### src/rtl/usb_evt_pkg.sv
// Package: shared widths, bit positions and register addresses for the
// USB PHY interrupt event detector.
package usb_evt_pkg;
    localparam int NSIG = 5;
    localparam int DW   = 8;
    localparam int AW   = 3;

    localparam int BIT_ID    = 4;
    localparam int BIT_HDISC = 0;

    localparam logic [AW-1:0] A_RISE_SET = 3'd0;
    localparam logic [AW-1:0] A_RISE_CLR = 3'd1;
    localparam logic [AW-1:0] A_FALL_SET = 3'd2;
    localparam logic [AW-1:0] A_FALL_CLR = 3'd3;
    localparam logic [AW-1:0] A_STATUS   = 3'd4;
endpackage

### src/rtl/usb_line_sync.sv
// Module: two-flop synchronizer plus one history flop per line.
// Assumes: inputs are asynchronous levels; output cur is the synchronized
// value and prv its value one cycle earlier, for edge detection.
module usb_line_sync #(
    parameter int W = 5
) (
    input  logic         clk,
    input  logic         rst_n,
    input  logic [W-1:0] d,
    output logic [W-1:0] cur,
    output logic [W-1:0] prv
);
    logic [W-1:0] meta;

    // Purpose: shift each line through meta -> cur -> prv.
    always_ff @(posedge clk) begin
        if (!rst_n) begin
            meta <= '0;
            cur  <= '0;
            prv  <= '0;
        end else begin
            meta <= d;
            cur  <= meta;
            prv  <= cur;
        end
    end
endmodule

### src/rtl/usb_id_mask_timer.sv
// Module: produces the ID-ground event mask.
// Assumes: id_pullup is synchronous to clk. The mask is active while the
// pull-up is off, on the cycle it rises, and for TICKS cycles afterwards.
// A drop of the pull-up during the window restarts the window on the next rise.
module usb_id_mask_timer #(
    parameter int CLK_HZ  = 200_000_000,
    parameter int MASK_MS = 50
) (
    input  logic clk,
    input  logic rst_n,
    input  logic id_pullup,
    output logic id_masked
);
    localparam int TICKS = (CLK_HZ / 1000) * MASK_MS;
    localparam int CW    = $clog2(TICKS + 1);

    logic          pu_q;
    logic [CW-1:0] cnt;

    // Purpose: track the pull-up level and count down the settling window.
    always_ff @(posedge clk) begin
        if (!rst_n) begin
            pu_q <= 1'b0;
            cnt  <= '0;
        end else begin
            pu_q <= id_pullup;
            if (!id_pullup)
                cnt <= '0;
            else if (!pu_q)
                cnt <= CW'(TICKS);
            else if (cnt != '0)
                cnt <= cnt - 1'b1;
        end
    end

    // Purpose: mask while off, during the rise cycle, or while counting.
    always_comb id_masked = !id_pullup || !pu_q || (cnt != '0);
endmodule

### src/rtl/usb_en_reg.sv
// Module: enable register with a set alias and a clear alias.
// Assumes: set_we and clr_we come from distinct addresses, so they are never
// both high; a 1 in d sets or clears the bit and a 0 leaves it alone.
module usb_en_reg #(
    parameter int          W   = 5,
    parameter logic [W-1:0] RST = '0
) (
    input  logic         clk,
    input  logic         rst_n,
    input  logic         set_we,
    input  logic         clr_we,
    input  logic [W-1:0] d,
    output logic [W-1:0] q
);
    // Purpose: apply set-by-one and clear-by-one writes.
    always_ff @(posedge clk) begin
        if (!rst_n)
            q <= RST;
        else if (set_we)
            q <= q | d;
        else if (clr_we)
            q <= q & ~d;
    end
endmodule

### src/rtl/usb_phy_evt_det.sv
// Module: top of the USB PHY interrupt event detector.
// Assumes: phy_lines are asynchronous; pull-up/pull-down controls and the
// register interface are synchronous to clk. Reads are combinational.
module usb_phy_evt_det
    import usb_evt_pkg::*;
#(
    parameter int CLK_HZ  = 200_000_000,
    parameter int MASK_MS = 50
) (
    input  logic          clk,
    input  logic          rst_n,
    input  logic [NSIG-1:0] phy_lines,
    input  logic          id_pullup,
    input  logic          dp_pulldown,
    input  logic          dm_pulldown,
    input  logic          reg_wr,
    input  logic [AW-1:0] reg_addr,
    input  logic [DW-1:0] reg_wdata,
    output logic [DW-1:0] reg_rdata,
    output logic          irq
);
    logic [NSIG-1:0] cur, prv, rise_en, fall_en, status, qual, evt;
    logic [NSIG-1:0] wd, stat_clr;
    logic            id_masked, host_mode, unused_hi;

    assign wd        = reg_wdata[NSIG-1:0];
    assign unused_hi = ^reg_wdata[DW-1:NSIG];

    usb_line_sync #(.W(NSIG)) u_sync (
        .clk(clk), .rst_n(rst_n), .d(phy_lines), .cur(cur), .prv(prv)
    );

    usb_id_mask_timer #(.CLK_HZ(CLK_HZ), .MASK_MS(MASK_MS)) u_idt (
        .clk(clk), .rst_n(rst_n), .id_pullup(id_pullup), .id_masked(id_masked)
    );

    usb_en_reg #(.W(NSIG), .RST('0)) u_rise (
        .clk(clk), .rst_n(rst_n),
        .set_we(reg_wr && reg_addr == A_RISE_SET),
        .clr_we(reg_wr && reg_addr == A_RISE_CLR),
        .d(wd), .q(rise_en)
    );

    usb_en_reg #(.W(NSIG), .RST('1)) u_fall (
        .clk(clk), .rst_n(rst_n),
        .set_we(reg_wr && reg_addr == A_FALL_SET),
        .clr_we(reg_wr && reg_addr == A_FALL_CLR),
        .d(wd), .q(fall_en)
    );

    assign host_mode = dp_pulldown && dm_pulldown;

    // Per-line qualification and edge event generation.
    for (genvar i = 0; i < NSIG; i++) begin : g_evt
        if (i == BIT_ID) begin : g_id
            assign qual[i] = !id_masked;
        end else if (i == BIT_HDISC) begin : g_hd
            assign qual[i] = host_mode;
        end else begin : g_plain
            assign qual[i] = 1'b1;
        end
        assign evt[i] = qual[i] &&
                        ((rise_en[i] && cur[i] && !prv[i]) ||
                         (fall_en[i] && !cur[i] && prv[i]));
    end

    assign stat_clr = (reg_wr && reg_addr == A_STATUS) ? wd : '0;

    // Purpose: sticky status; a new event overrides a same-cycle clear.
    always_ff @(posedge clk) begin
        if (!rst_n)
            status <= '0;
        else
            status <= (status & ~stat_clr) | evt;
    end

    // Purpose: single interrupt line from all status bits.
    always_comb irq = |status;

    // Purpose: read mux; upper bits and unmapped addresses read zero.
    always_comb begin
        reg_rdata = '0;
        case (reg_addr)
            A_RISE_SET, A_RISE_CLR: reg_rdata[NSIG-1:0] = rise_en;
            A_FALL_SET, A_FALL_CLR: reg_rdata[NSIG-1:0] = fall_en;
            A_STATUS:               reg_rdata[NSIG-1:0] = status;
            default:                reg_rdata = '0;
        endcase
    end
endmodule

### config.mk
export PLATFORM = sky130hd
export DESIGN_NAME = usb_phy_evt_det
export DESIGN_NICKNAME = d
export VERILOG_FILES = /design/src/rtl/usb_evt_pkg.sv /design/src/rtl/usb_line_sync.sv /design/src/rtl/usb_id_mask_timer.sv /design/src/rtl/usb_en_reg.sv /design/src/rtl/usb_phy_evt_det.sv
export SDC_FILE = /design/constraint.sdc
export NUM_CORES = 1
export LEC_CHECK = 0
export ABC_AREA = 1
export BUFFER_PORTS_ARGS = -buffer_cell sky130_fd_sc_hd__buf_2
export CELL_PAD_IN_SITES_DETAIL_PLACEMENT = 1
export CELL_PAD_IN_SITES_GLOBAL_PLACEMENT = 1
export CORE_MARGIN = 1.5
export CORE_UTILIZATION = 38
export DETAILED_ROUTE_END_ITERATION = 10
export PLACE_DENSITY_LB_ADDON = 0.25
export SLEW_MARGIN = 15
export SYNTH_ARGS = -nofsm -noshare
export SYNTH_HDL_FRONTEND = slang
export SYNTH_SLANG_ARGS = --single-unit
### constraint.sdc
create_clock -name clk -period 1.5 [get_ports clk]
set_clock_uncertainty 0.05 [all_clocks]
set_input_delay 0.3 -clock clk [delete_from_list [all_inputs] [get_ports clk]]
set_output_delay 0.3 -clock clk [all_outputs]
set_load 0.01 [all_outputs]
* Word level (Yosys, flattened, before mapping)
Cells that the tools add are included.
Widths: inputs -> output; s select.
** Operators by class
- Mux-type cells :: 8
- Equal/unequal tests :: 5
- Bitwise gates (word level) :: 8
- Reduce and logical (&&, ||, !) cells :: 57
- Add/subtract/negate cells :: 1
** Operator list (number)
- $mux 24 :: 2
- $logic_and 1x1->1 :: 28
- $mux 5 :: 5
- $reduce_bool 24->1 :: 1
- $sub 24x1->24 const B :: 1
- $and 5x5->5 :: 3
- $or 5x5->5 :: 3
- $pmux 5 s3 :: 1
- $logic_not 1->1 :: 13
- $not 5->5 :: 2
- $logic_or 1x1->1 :: 7
- $eq 3x2->1 const B :: 2
- $reduce_or 5->1 :: 1
- $reduce_bool 2->1 :: 2
- $reduce_or 2->1 :: 2
- $eq 3x1->1 const B :: 1
- $eq 3x3->1 const B :: 1
- $logic_not 3->1 :: 1
- $reduce_and 3->1 :: 1
- $ne 2x2->1 const B :: 1
- $reduce_and 2->1 :: 1
** Word-level totals
- Word-level logic and storage cells :: 88
- Register bits :: 55

* Depth between registers and ports, before layout
Gate-level depths: netlist of the first run.
- Depth after elaboration :: 6
- Depth in mapped cells :: 8

* Cells and area by module
From an unflattened synthesis of the first run, not the netlist that was laid out.
** Unflattened totals
- Cells, all modules :: 404
- Area total of the unflattened synthesis :: 2806.4 µm²
** By module, submodules not included
- usb_id_mask_timer :: cells an instance 216, area an instance 1481.4 µm², instances 1, sequential area each 500.5 µm²
- usb_phy_evt_det :: cells an instance 89, area an instance 509.2 µm², instances 1, sequential area each 100.1 µm²
- usb_line_sync :: cells an instance 46, area an instance 424.2 µm², instances 1, sequential area each 300.3 µm²
- usb_en_reg at u_fall :: cells an instance 27, area an instance 206.4 µm², instances 1, sequential area each 100.1 µm²
- usb_en_reg at u_rise :: cells an instance 26, area an instance 185.2 µm², instances 1, sequential area each 100.1 µm²

* Least setup slack after synthesis of the first run
OpenSTA, ideal clock, no wires.
- Kind :: register to register
- Start :: reg u_idt.cnt[0]
- End :: reg u_idt.cnt[22]
- Stages on the path, launching flop included :: 9
- Path slack :: 0.000 ns
- Arrival time :: 1.323 ns
- Setup time :: 0.128 ns
- Clock period less this slack :: 1.500 ns
- Data required time :: 1.322 ns
- Path through :: dfxtp_1 -> inv_1 -> ha_1 -> inv_1 -> nor2_2 -> nand3_1 -> xor2_1 -> nand2_1 -> nor2_1
** On the way
- Longest elaborated chain between the ends :: 1
- Elaborated cells on any way between the ends :: 2
- Those cells by class :: add/sub: 1; reduce/logical: 1
** RTL lines
- start: declaration :: line usb_id_mask_timer.sv:18 : logic [CW-1:0] cnt;
- start signal: assignment :: line usb_id_mask_timer.sv:30 : cnt <= CW'(TICKS);
- start signal: assignment :: line usb_id_mask_timer.sv:32 : cnt <= cnt - 1'b1;
- $sub 24x1->24 / $reduce_bool 24->1 (equally long branches) :: line usb_id_mask_timer.sv:32, usb_id_mask_timer.sv:31
Parallel ways exist; a longest one is shown, timed or not.
A chain may end at the register's enable or synchronous reset.

* Worst setup path after layout of the first run
- Start :: reg u_idt.cnt[9]
- End :: reg u_idt.cnt[0]
** On the way
- Longest elaborated chain between the ends :: 1
** RTL lines
- $reduce_bool 24->1 :: line usb_id_mask_timer.sv:31 : else if (cnt != '0)
No other way between the ends.

==> key figures, run 1 <==
Status
  – Status: completed

Critical path
  – Type of the worst setup path: reg -> reg
  – CP endpoint kind: register
  – Max stage delay on crit path: between 0.3 and 0.4 ns
  – CP max stage cell: dfxtp_2
  – Setup crit start kind: register
  – Worst Path Required: between 1.5 and 2 ns
  – CP arrival: 1.59 ns
  – Cells along the critical path: nor2_2 > nand2_1 > nor2_4 > buf_4 > nand3_4 > xor2_1 > nor2_1
  – CP Max Fanout: 8

Logic synthesis
  – Top post-synthesis cells by area: dfxtp_1, nand2_1, inv_1, nor2_1, nand3_1
  – Syn avg cell area: 7.439 um^2
  – Area of the mapped netlist: 2715 um^2
  – Syn Inst Count: 365
  – Yosys warns: 0
  – Distinct cells, synth: 33
  – Leading area contributor after synthesis: dfxtp_1
  – Register area share after synthesis: roughly 41%
  – Yosys top cell area share: 40.55%
  – Synth Register Bits: 55

Timing
  – Final hold vios: 0
  – Unrepaired setup endpoints after global routing: true
  – Final setup viols: 0
  – Max Slew Vio Count: 0
  – Hold slack: around 0.11 ns
  – Final clock period utilization by the worst path: a little over nine tenths
  – Setup WS post-layout: around 0.074 ns
  – Maximum clock rate: about 700 MHz
  – Crit path time final: about 1.4 ns

Clocking
  – CTS Buf Count: 5
  – Clk slew on worst S/H paths: approximately 0.11 ns
  – CTS tree: yes
  – CTS Sinks: 55
  – Clk_lat worst skew: between 0.3 and 0.4 ns
  – Largest buffer count on any clock path: 2
  – H-tree levels: 2
  – Clock root buffer: clkbuf_8

Cells and area
  – Finished Layout Cells: slightly above 500
  – Area of the multi-input gates: between 1000 and 1500 um^2
  – Post-route cell area: approximately 3400 um^2
  – Number of diodes: 0
  – Fillers: about 900
  – Share of cells above drive strength 1: between 20% and 30%
  – Most frequent cells in the layout: nand2_1, dfxtp_1, inv_1
  – Sequential Area: 1106 um^2
  – Final nets: 444
  – Area growth from synthesis to layout: 23.59%
  – Most common cell after layout, fill and taps aside: nand2_1

Power
  – Comb pwr share: 21.9%
  – Tot Pwr: between 3 and 4 mW
  – Sw power: just under 1 mW
  – Leak Pwr: roughly 1.6 nW
  – Clock power share: 31.0%
  – Reg power frac: a little under half
  – Int Pwr: ~2.3 mW
  – Maximum vdd ir drop: around 0.52 mV
  – Pwr Density: 986.5 nW/um^2
  – Sw Share: about 30%

Job
  – Max-cap violations: 0

Floorplanning
  – Core area: about 7000 um^2
  – I/O pin count: 31
  – Die Area: 7662 um^2
  – Die Span Y: 87.53 um
  – Die X: just under 90 um
  – Rows: 30
  – Initial Util: roughly 40%

Placed design
  – Detailed placement HPWL: approximately 5.6 mm
  – Dpl cells: around 510
  – Area post-placement: about 3100 um^2
  – IO Port Bufs: 24
  – Post-place setup slack: between 0.03 and 0.04 ns
  – Placer Congestion: roughly 0.82

Detailed routing
  – DR pass1 iterations: 4
  – Vias post-DR: 2528
  – Routed Antenna Nets: 0
  – WL per Instance: approximately 14 um
  – DRC Markers: 0
  – Vias/cell: about 5
  – Iter 0 DRT Violations: roughly 120
  – WL final: roughly 7.2 mm

Global route
  – First-pass GRT wire length: between 10 and 15 mm
  – Vias in the first global route: about 2500
  – Largest net degree at the start of global routing: 19
  – GRT Overall Usage: 19.93%
  – GRT Residual Overflow: 0
  – Initial antenna violation count: 0

Hold path
  – Hold WC Path Type: in -> reg
==> synth_stat cells, drive strengths merged <==
cell and instances:
conb 1, a31oi 3, dfxtp 55, ha 2
inv 47, buf 6, nand2 82, nand4 6
o21ai 18, clkbuf 3, o311ai 3, xnor2 6
o211ai 5, or2 1, nor3 2, a21oi 21
nand3 27, xor2 6, o31ai 1, nand3b 6
nor2 61, a21o 3
==> area by class of cell <==
type / count / area share, %
Multi-Input combinational cell: 256 / 43.85
Clock buffer: 5 / 2.051
Timing Repair Buffer: 55 / 10.89
Sequential cell: 55 / 32.96
Tap cell: 96 / 3.579
Inverter: 47 / 5.257
Clock inverter: 3 / 1.417
==> critical path, delay by kind of cell, from the launching register on <==
family | cells | cell delay (ns)
and+or+nand+nor | 5 | 0.59
DFF | 1 | 0.37
xor gates and xnor gates | 1 | 0.17
buffers and inverters | 1 | 0.14
==> path summary, 6_finish.rpt <==
path                        startpoint  slack [ns]                   endpoint  cells after the start
min                       phy_lines[0]        0.11  u_sync.meta[0]$_SDFF_PN0_                      3
max          u_idt.cnt[9]$_SDFFE_PN0P_        0.07  u_idt.cnt[0]$_SDFFE_PN0P_                      7
min reg2reg  u_sync.meta[3]$_SDFF_PN0_        0.37   u_sync.cur[3]$_SDFF_PN0_                      2
max reg2reg  u_idt.cnt[9]$_SDFFE_PN0P_        0.07  u_idt.cnt[0]$_SDFFE_PN0P_                      7
==> cells by family after synthesis <==
group                    after synthesis  synth area share, %
XOR/XNOR                              12                3.871
AO/OA/AOI/OAI                         54                11.52
other                                  1               0.1381
adder cells (fa/ha/maj)                2               0.9215
flip-flops                            55                40.55
AND/OR/NAND/NOR                      185                34.52
buffers and inverters                 56                8.479
==> routing by layer <==
layer | part of all wire [%] | routed length [um] | up-vias | GRT usage [%]
met5 | 0 | 0 | - | 0
met4 | 0.73 | 53 | 0 | 5.628
met3 | 3.4 | 249 | 4 | 3.110
met2 | 46 | 3347 | 40 | 31.26
met1 | 50 | 3591 | 1207 | 28.45
li1 | - | - | 1277 | -
==> metrics by stage <==
| step | TNS [ns] | utilization, % |
|---|---|---|
| floorplan | 0 | - |
| CTS | 0 | 47.54 |
| global placement | 0 | 45.85 |
| finish | 0 | 48.85 |
| detailed placement | 0 | 45.85 |
| global route | -0.07721 | 48.85 |
==> power by group through the flow <==
| stage | registers, mW | logic, mW | clock network [mW] |
|---|---|---|---|
| floorplan | 1.58 | 0.477 | 0 |
| global route | 1.57 | 0.811 | 1.11 |
| CTS | 1.55 | 0.698 | 1.07 |
| finish | 1.56 | 0.725 | 1.03 |
| global placement | 1.58 | 0.670 | 0 |
| detailed placement | 1.59 | 0.691 | 0 |
==> what timing repair did <==
item,in CTS,in global routing
endpoints found under the setup margin,0,25
hold buffers,0,0
resized for setup,0,30
setup buffers,0,1
No activity file was read; power rests on OpenSTA's default activity.
==> inputs of run 2 (changes only) <==
- CORE_UTILIZATION: 38 -> 30
==> key figures, run 2 (synthesis gave the netlist of run 1 again) <==
Floorplanning
  – Initial Util: 30.98% (-8.5 points)
  – Die Area: 9630 um^2 (+26%)
  – Core area: 8763 um^2 (+28%)
  – Die Span Y: 98.14 um (+12%)
  – Die X: 98.14 um (+12%)
  – Rows: 34 (+13%)
  – I/O pin count: 31 (unchanged)

Detailed routing
  – Routed Antenna Nets: 0 (unchanged)
  – DR pass1 iterations: 4 (unchanged)
  – WL per Instance: 13.68 um (-2.4%)
  – Vias post-DR: 2442 (-3.4%)
  – Vias/cell: 4.687 (-4.1%)
  – Iter 0 DRT Violations: 48 (-60%)
  – WL final: 7.125 mm (-1.6%)
  – DRC Markers: 0 (unchanged)

Timing
  – Final hold vios: 0 (unchanged)
  – TNS Setup: 0 ns (unchanged)
  – Final clock period utilization by the worst path: 96.33% (+1.3 points)
  – Max Slew Vio Count: 0 (unchanged)
  – Maximum clock rate: 692.0 MHz (-1.3%)
  – Setup WS post-layout: 0.05500 ns (-0.01941 ns)
  – Crit path time final: 1.445 ns (+0.01941 ns)
  – Unrepaired setup endpoints after global routing: true
  – Final setup viols: 0 (unchanged)

Critical path
  – Setup crit start kind: register
  – Type of the worst setup path: reg -> out
  – CP endpoint kind: output pin
  – Register-to-register setup slack: 0.09 ns (+0.02 ns)
  – Critical path buffers and inverters: 2 (+1)
  – Cells along the critical path: inv_1 > o211ai_1 > buf_2
  – CP arrival: 1.10 ns (-0.49 ns)
  – Worst R2R Path Depth: 8 (+1)
  – Max stage delay on crit path: 0.35 ns (-0.02 ns)
  – CP Max Fanout: 2 (-6)
  – CP max stage cell: dfxtp_2
  – Worst Path Required: 1.15 ns (-0.51 ns)
  – Cell family with most CP delay: flip-flops
  – WP depth: 3 (-4)

Placed design
  – IO Port Bufs: 24 (unchanged)
  – Dpl cells: 511 (+0.59%)
  – Area post-placement: 3084 um^2 (-2.1%)
  – Placer Congestion: 0.7897 (-3.5%)
  – Detailed placement HPWL: 5.487 mm (-2.0%)
  – Post-place setup slack: -0.009180 ns (-0.04054 ns)

Cells and area
  – Post-route cell area: 3278 um^2 (-2.3%)
  – Area growth from synthesis to layout: 20.74%
  – Most common cell after layout, fill and taps aside: nand2_1
  – Fillers: 1117 (+26%)
  – Most frequent cells in the layout: nand2_1, dfxtp_1, inv_1
  – Number of diodes: 0 (unchanged)
  – Finished Layout Cells: 521 (+0.77%)
  – Share of cells above drive strength 1: 27.85% (-1.1 points)
  – Util after Layout: 37.41% (-11 points)
  – Final nets: 436 (-1.8%)

Clocking
  – H-tree levels: 2 (unchanged)
  – CTS tree: yes
  – Largest buffer count on any clock path: 2 (unchanged)
  – CTS Sinks: 55 (unchanged)
  – Clk_lat worst skew: 0.31 ns (about the same)
  – Clock root buffer: clkbuf_8
  – Hold-fix buffers, CTS: 0 (unchanged)
  – Clk slew on worst S/H paths: 0.11 ns (about the same)
  – CTS Buf Count: 5 (unchanged)

Global route
  – First-pass GRT wire length: 12.33 mm (+4.1%)
  – Largest net degree at the start of global routing: 19 (unchanged)
  – GRT Residual Overflow: 0 (unchanged)
  – Initial antenna violation count: 0 (unchanged)
  – Vias in the first global route: 2563 (+2.2%)
  – GRT Overall Usage: 15.68% (-4.3 points)

Power
  – Sw Share: 31.78% (+1.8 points)
  – Leak Pwr: 1.568 nW (-3.8%)
  – Int Pwr: 2.104 mW (-9.2%)
  – Clock power share: 27.0% (-4.0 points)
  – Sw power: 0.9801 mW (-1.4%)
  – Reg power frac: 50.5% (+3.4 points)
  – Comb pwr share: 22.5% (+0.6 points)
  – Pwr Density: 940.8 nW/um^2 (-4.6%)
  – Maximum vdd ir drop: 0.4142 mV (-20%)

Hold path
  – Hold WC Path Type: in -> reg
  – Hold depth: 3 (unchanged)

Job
  – Max-cap violations: 0 (unchanged)

Status
  – Status: completed
-- run 2: cell types whose count changed in the layout (fill, tap and decap cells not counted), moves of 2 or more --
cell and delta:
nor2_1 +3, nand3_1 -2, ha_2 +2, ha_4 -2, nor2_2 -6, nand3_2 +2, dfxtp_1 -2, nor2_4 +3
clkinv_2 +3, dfxtp_2 +2, buf_4 -8
-- run 2: final cells by class --
class / count / area, um^2 / share of cell area [%]
inverters: 47 / 176.4 / 5.382
repair buffers: 46 / 285.3 / 8.702
multi-input cells: 257 / 1489 / 45.42
flip-flops and latches: 55 / 1109 / 33.82
clock buffers: 5 / 68.82 / 2.099
clock inverters: 3 / 15.01 / 0.4580
well taps: 108 / 135.1 / 4.122
-- run 2: repair_timing --
action / 4_1_cts / 5_1_grt
hold endpoints to repair: 0 / 0
resized for setup: 1 / 32
setup endpoints to repair: 7 / 25
pin swaps: 0 / 11
cloned: 1 / 0
setup buffers: 0 / 1
-- run 2: worst paths after layout --
check | start | to
max reg2reg | u_idt.cnt[0]$_SDFFE_PN0P_ | u_idt.cnt[22]$_SDFFE_PN0P_
min | phy_lines[4] | u_sync.meta[4]$_SDFF_PN0_
max | register | reg_rdata[4]
min reg2reg | u_sync.meta[0]$_SDFF_PN0_ | u_sync.cur[0]$_SDFF_PN0_
-- run 2: stage by stage --
step	hold slack [ns]	power [mW]
2_1_floorplan	0.3405	2.053
3_3_place_gp	0.3441	2.225
3_5_place_dp	0.3532	2.244
4_1_cts	0.1169	3.093
5_1_grt	0.1169	3.262
6_report	0.1247	3.084
-- run 2: power by group through the flow --
stage | clock [mW] | sequential, mW | combinational, mW
2_1_floorplan | 0 | 1.58 | 0.477
3_3_place_gp | 0 | 1.59 | 0.639
5_1_grt | 0.912 | 1.57 | 0.785
6_report | 0.833 | 1.56 | 0.693
4_1_cts | 0.871 | 1.55 | 0.667
3_5_place_dp | 0 | 1.59 | 0.656
-- run 2: worst min-delay path, delay by kind of cell --
kind | cells | cell delay (ns)
buffers and inverters | 2 | 0.11
AND/OR/NAND/NOR | 1 | 0.04
-- run 2: metal layers --
layer  wire length, um  global-route usage (%)
met1              3154                   19.11
met2              3825                   29.50
met3               114                   2.505
met4                29                   2.275
met5                 0                       0
==> inputs of run 3 (changes only) <==
- SETUP_SLACK_MARGIN: unset -> 0.5
==> key figures, run 3 (synthesis gave the netlist of run 1 again) <==
Power
  – Pwr Density: 871.4 nW/um^2 (-7.4%)
  – Tot Pwr: 3.629 mW (+18%)
  – Leak Pwr: 1.850 nW (+18%)
  – Maximum vdd ir drop: 0.4027 mV (-2.8%)

Clocking
  – Largest buffer count on any clock path: 2 (unchanged)
  – H-tree levels: 2 (unchanged)
  – Clock root buffer: clkbuf_8
  – CTS Buf Count: 5 (unchanged)
  – CTS tree: yes
  – Hold-fix buffers, CTS: 0 (unchanged)
  – Clk_lat worst skew: 0.32 ns (about the same)
  – CTS Sinks: 55 (unchanged)
  – Clk slew on worst S/H paths: 0.11 ns (about the same)

Detailed routing
  – Vias post-DR: 2644 (+8.3%)
  – Uppermost routed layer: met4
  – Vias/cell: 4.878 (+4.1%)
  – WL per Instance: 16.16 um (+18%)
  – Met2 WL: 4.781 mm (+25%)
  – DRC Markers: 0 (unchanged)
  – WL final: 8.759 mm (+23%)
  – DR pass1 iterations: 4 (unchanged)
  – Routed Antenna Nets: 0 (unchanged)
  – Met3 WL: 182 um (+60%)
  – Iter 0 DRT Violations: 50 (+4.2%)
  – Wl on met1: 3.657 mm (+16%)

Global route
  – First-pass GRT wire length: 13.07 mm (+6.0%)
  – Initial antenna violation count: 0 (unchanged)
  – GRT Overall Usage: 17.17% (+1.5 points)
  – GRT Residual Overflow: 0 (unchanged)
  – Largest net degree at the start of global routing: 19 (unchanged)
  – Vias in the first global route: 2751 (+7.3%)

Timing
  – Maximum clock rate: 679.8 MHz (-1.8%)
  – Final hold vios: 0 (unchanged)
  – Final setup viols: 0 (unchanged)
  – TNS Setup: 0 ns (unchanged)
  – Unrepaired setup endpoints after global routing: true
  – Final clock period utilization by the worst path: 98.07% (+1.7 points)
  – Max Slew Vio Count: 0 (unchanged)
  – Crit path time final: 1.471 ns (+0.02607 ns)

Cells and area
  – Share of cells above drive strength 1: 58.29% (+30 points)
  – Most common cell after layout, fill and taps aside: nand2_1
  – Final nets: 457 (+4.8%)
  – Most frequent cells in the layout: nand2_1, inv_1, nor2_4
  – Area growth from synthesis to layout: 53.36%
  – Fillers: 1034 (-7.4%)
  – Number of diodes: 0 (unchanged)

Critical path
  – Type of the worst setup path: reg -> reg
  – Setup crit start kind: register
  – CP Max Fanout: 4 (+2)
  – Worst Path Required: 1.70 ns (+0.55 ns)
  – CP endpoint kind: register
  – CP arrival: 1.67 ns (+0.57 ns)

Floorplanning
  – Die Span Y: 98.14 um (unchanged)
  – Die Area: 9630 um^2 (unchanged)
  – I/O pin count: 31 (unchanged)
  – Core area: 8763 um^2 (unchanged)
  – Rows: 34 (unchanged)
  – Initial Util: 30.98% (unchanged)
  – Die X: 98.14 um (unchanged)

Placed design
  – Placer Congestion: 0.8242 (+4.4%)
  – Detailed placement HPWL: 5.363 mm (-2.3%)
  – IO Port Bufs: 24 (unchanged)

Hold path
  – Hold WC Path Type: in -> reg

Job
  – Max-cap violations: 0 (unchanged)

Status
  – Status: completed
-- run 3: final cells by class --
cell class	instances	area, um^2	area share [%]
Multi-Input combinational cell	260	1993	47.87
Sequential cell	55	1177	28.28
Timing Repair Buffer	64	535.5	12.86
Inverter	47	212.7	5.108
Tap cell	108	135.1	3.245
Clock buffer	6	93.84	2.254
Clock inverter	2	16.27	0.3906
-- run 3: metrics by stage --
step | setup slack [ns] | hold WS, ns | instance area [um^2] | instances | util [%]
floorplan | 0.2670 | 0.3405 | 2824 | 367 | -
global placement | 0.03099 | 0.3449 | 3114 | 502 | 35.54
detailed placement | 0.02774 | 0.3554 | 3114 | 502 | 35.54
CTS | 0.06535 | 0.09198 | 3675 | 530 | 41.93
global route | -0.03807 | 0.09348 | 4164 | 542 | 47.52
finish | 0.02892 | 0.09931 | 4164 | 542 | 47.52
-- run 3: critical path, cell delays in order, from the launching register on --
cell and delay, ns:
dfxtp_4 0.38, inv_4 0.07, buf_6 0.09, ha_4 0.18
nand2_4 0.09, nor2_4 0.12, nand2_2 0.08, xnor2_2 0.16
nand2_2 0.08, nor2_1 0.11
-- run 3: repair_timing --
action	4_1_cts	5_1_grt
gates cloned	4	0
setup buffers	16	12
endpoints found under the setup margin	40	41
pin swaps	37	54
resized for setup	87	120
-- run 3: per-layer routing --
metal	vias to the layer above	track usage [%]
met2	29	31.94
met1	1291	19.50
li1	1310	-
met4	0	6.392
met5	-	0
met3	14	3.006
-- run 3: power breakdown --
group | internal, mW | leakage (nW) | switching [mW]
Clock | 0.438 | 0.0530 | 0.541
Combinational | 0.463 | 1.33 | 0.620
Sequential | 1.50 | 0.464 | 0.0630
Total | 2.40 | 1.85 | 1.22
-- run 3: worst paths after layout --
check	from	end	slack [ns]	cells past startpoint
setup / recovery	u_idt.cnt[1]$_SDFFE_PN0P_	u_idt.cnt[16]$_SDFFE_PN0P_	0.03	9
hold / removal	phy_lines[1]	u_sync.meta[1]$_SDFF_PN0_	0.1	3
setup reg to reg	u_idt.cnt[1]$_SDFFE_PN0P_	u_idt.cnt[16]$_SDFFE_PN0P_	0.03	9
hold reg to reg	u_sync.meta[4]$_SDFF_PN0_	u_sync.cur[4]$_SDFF_PN0_	0.38	2
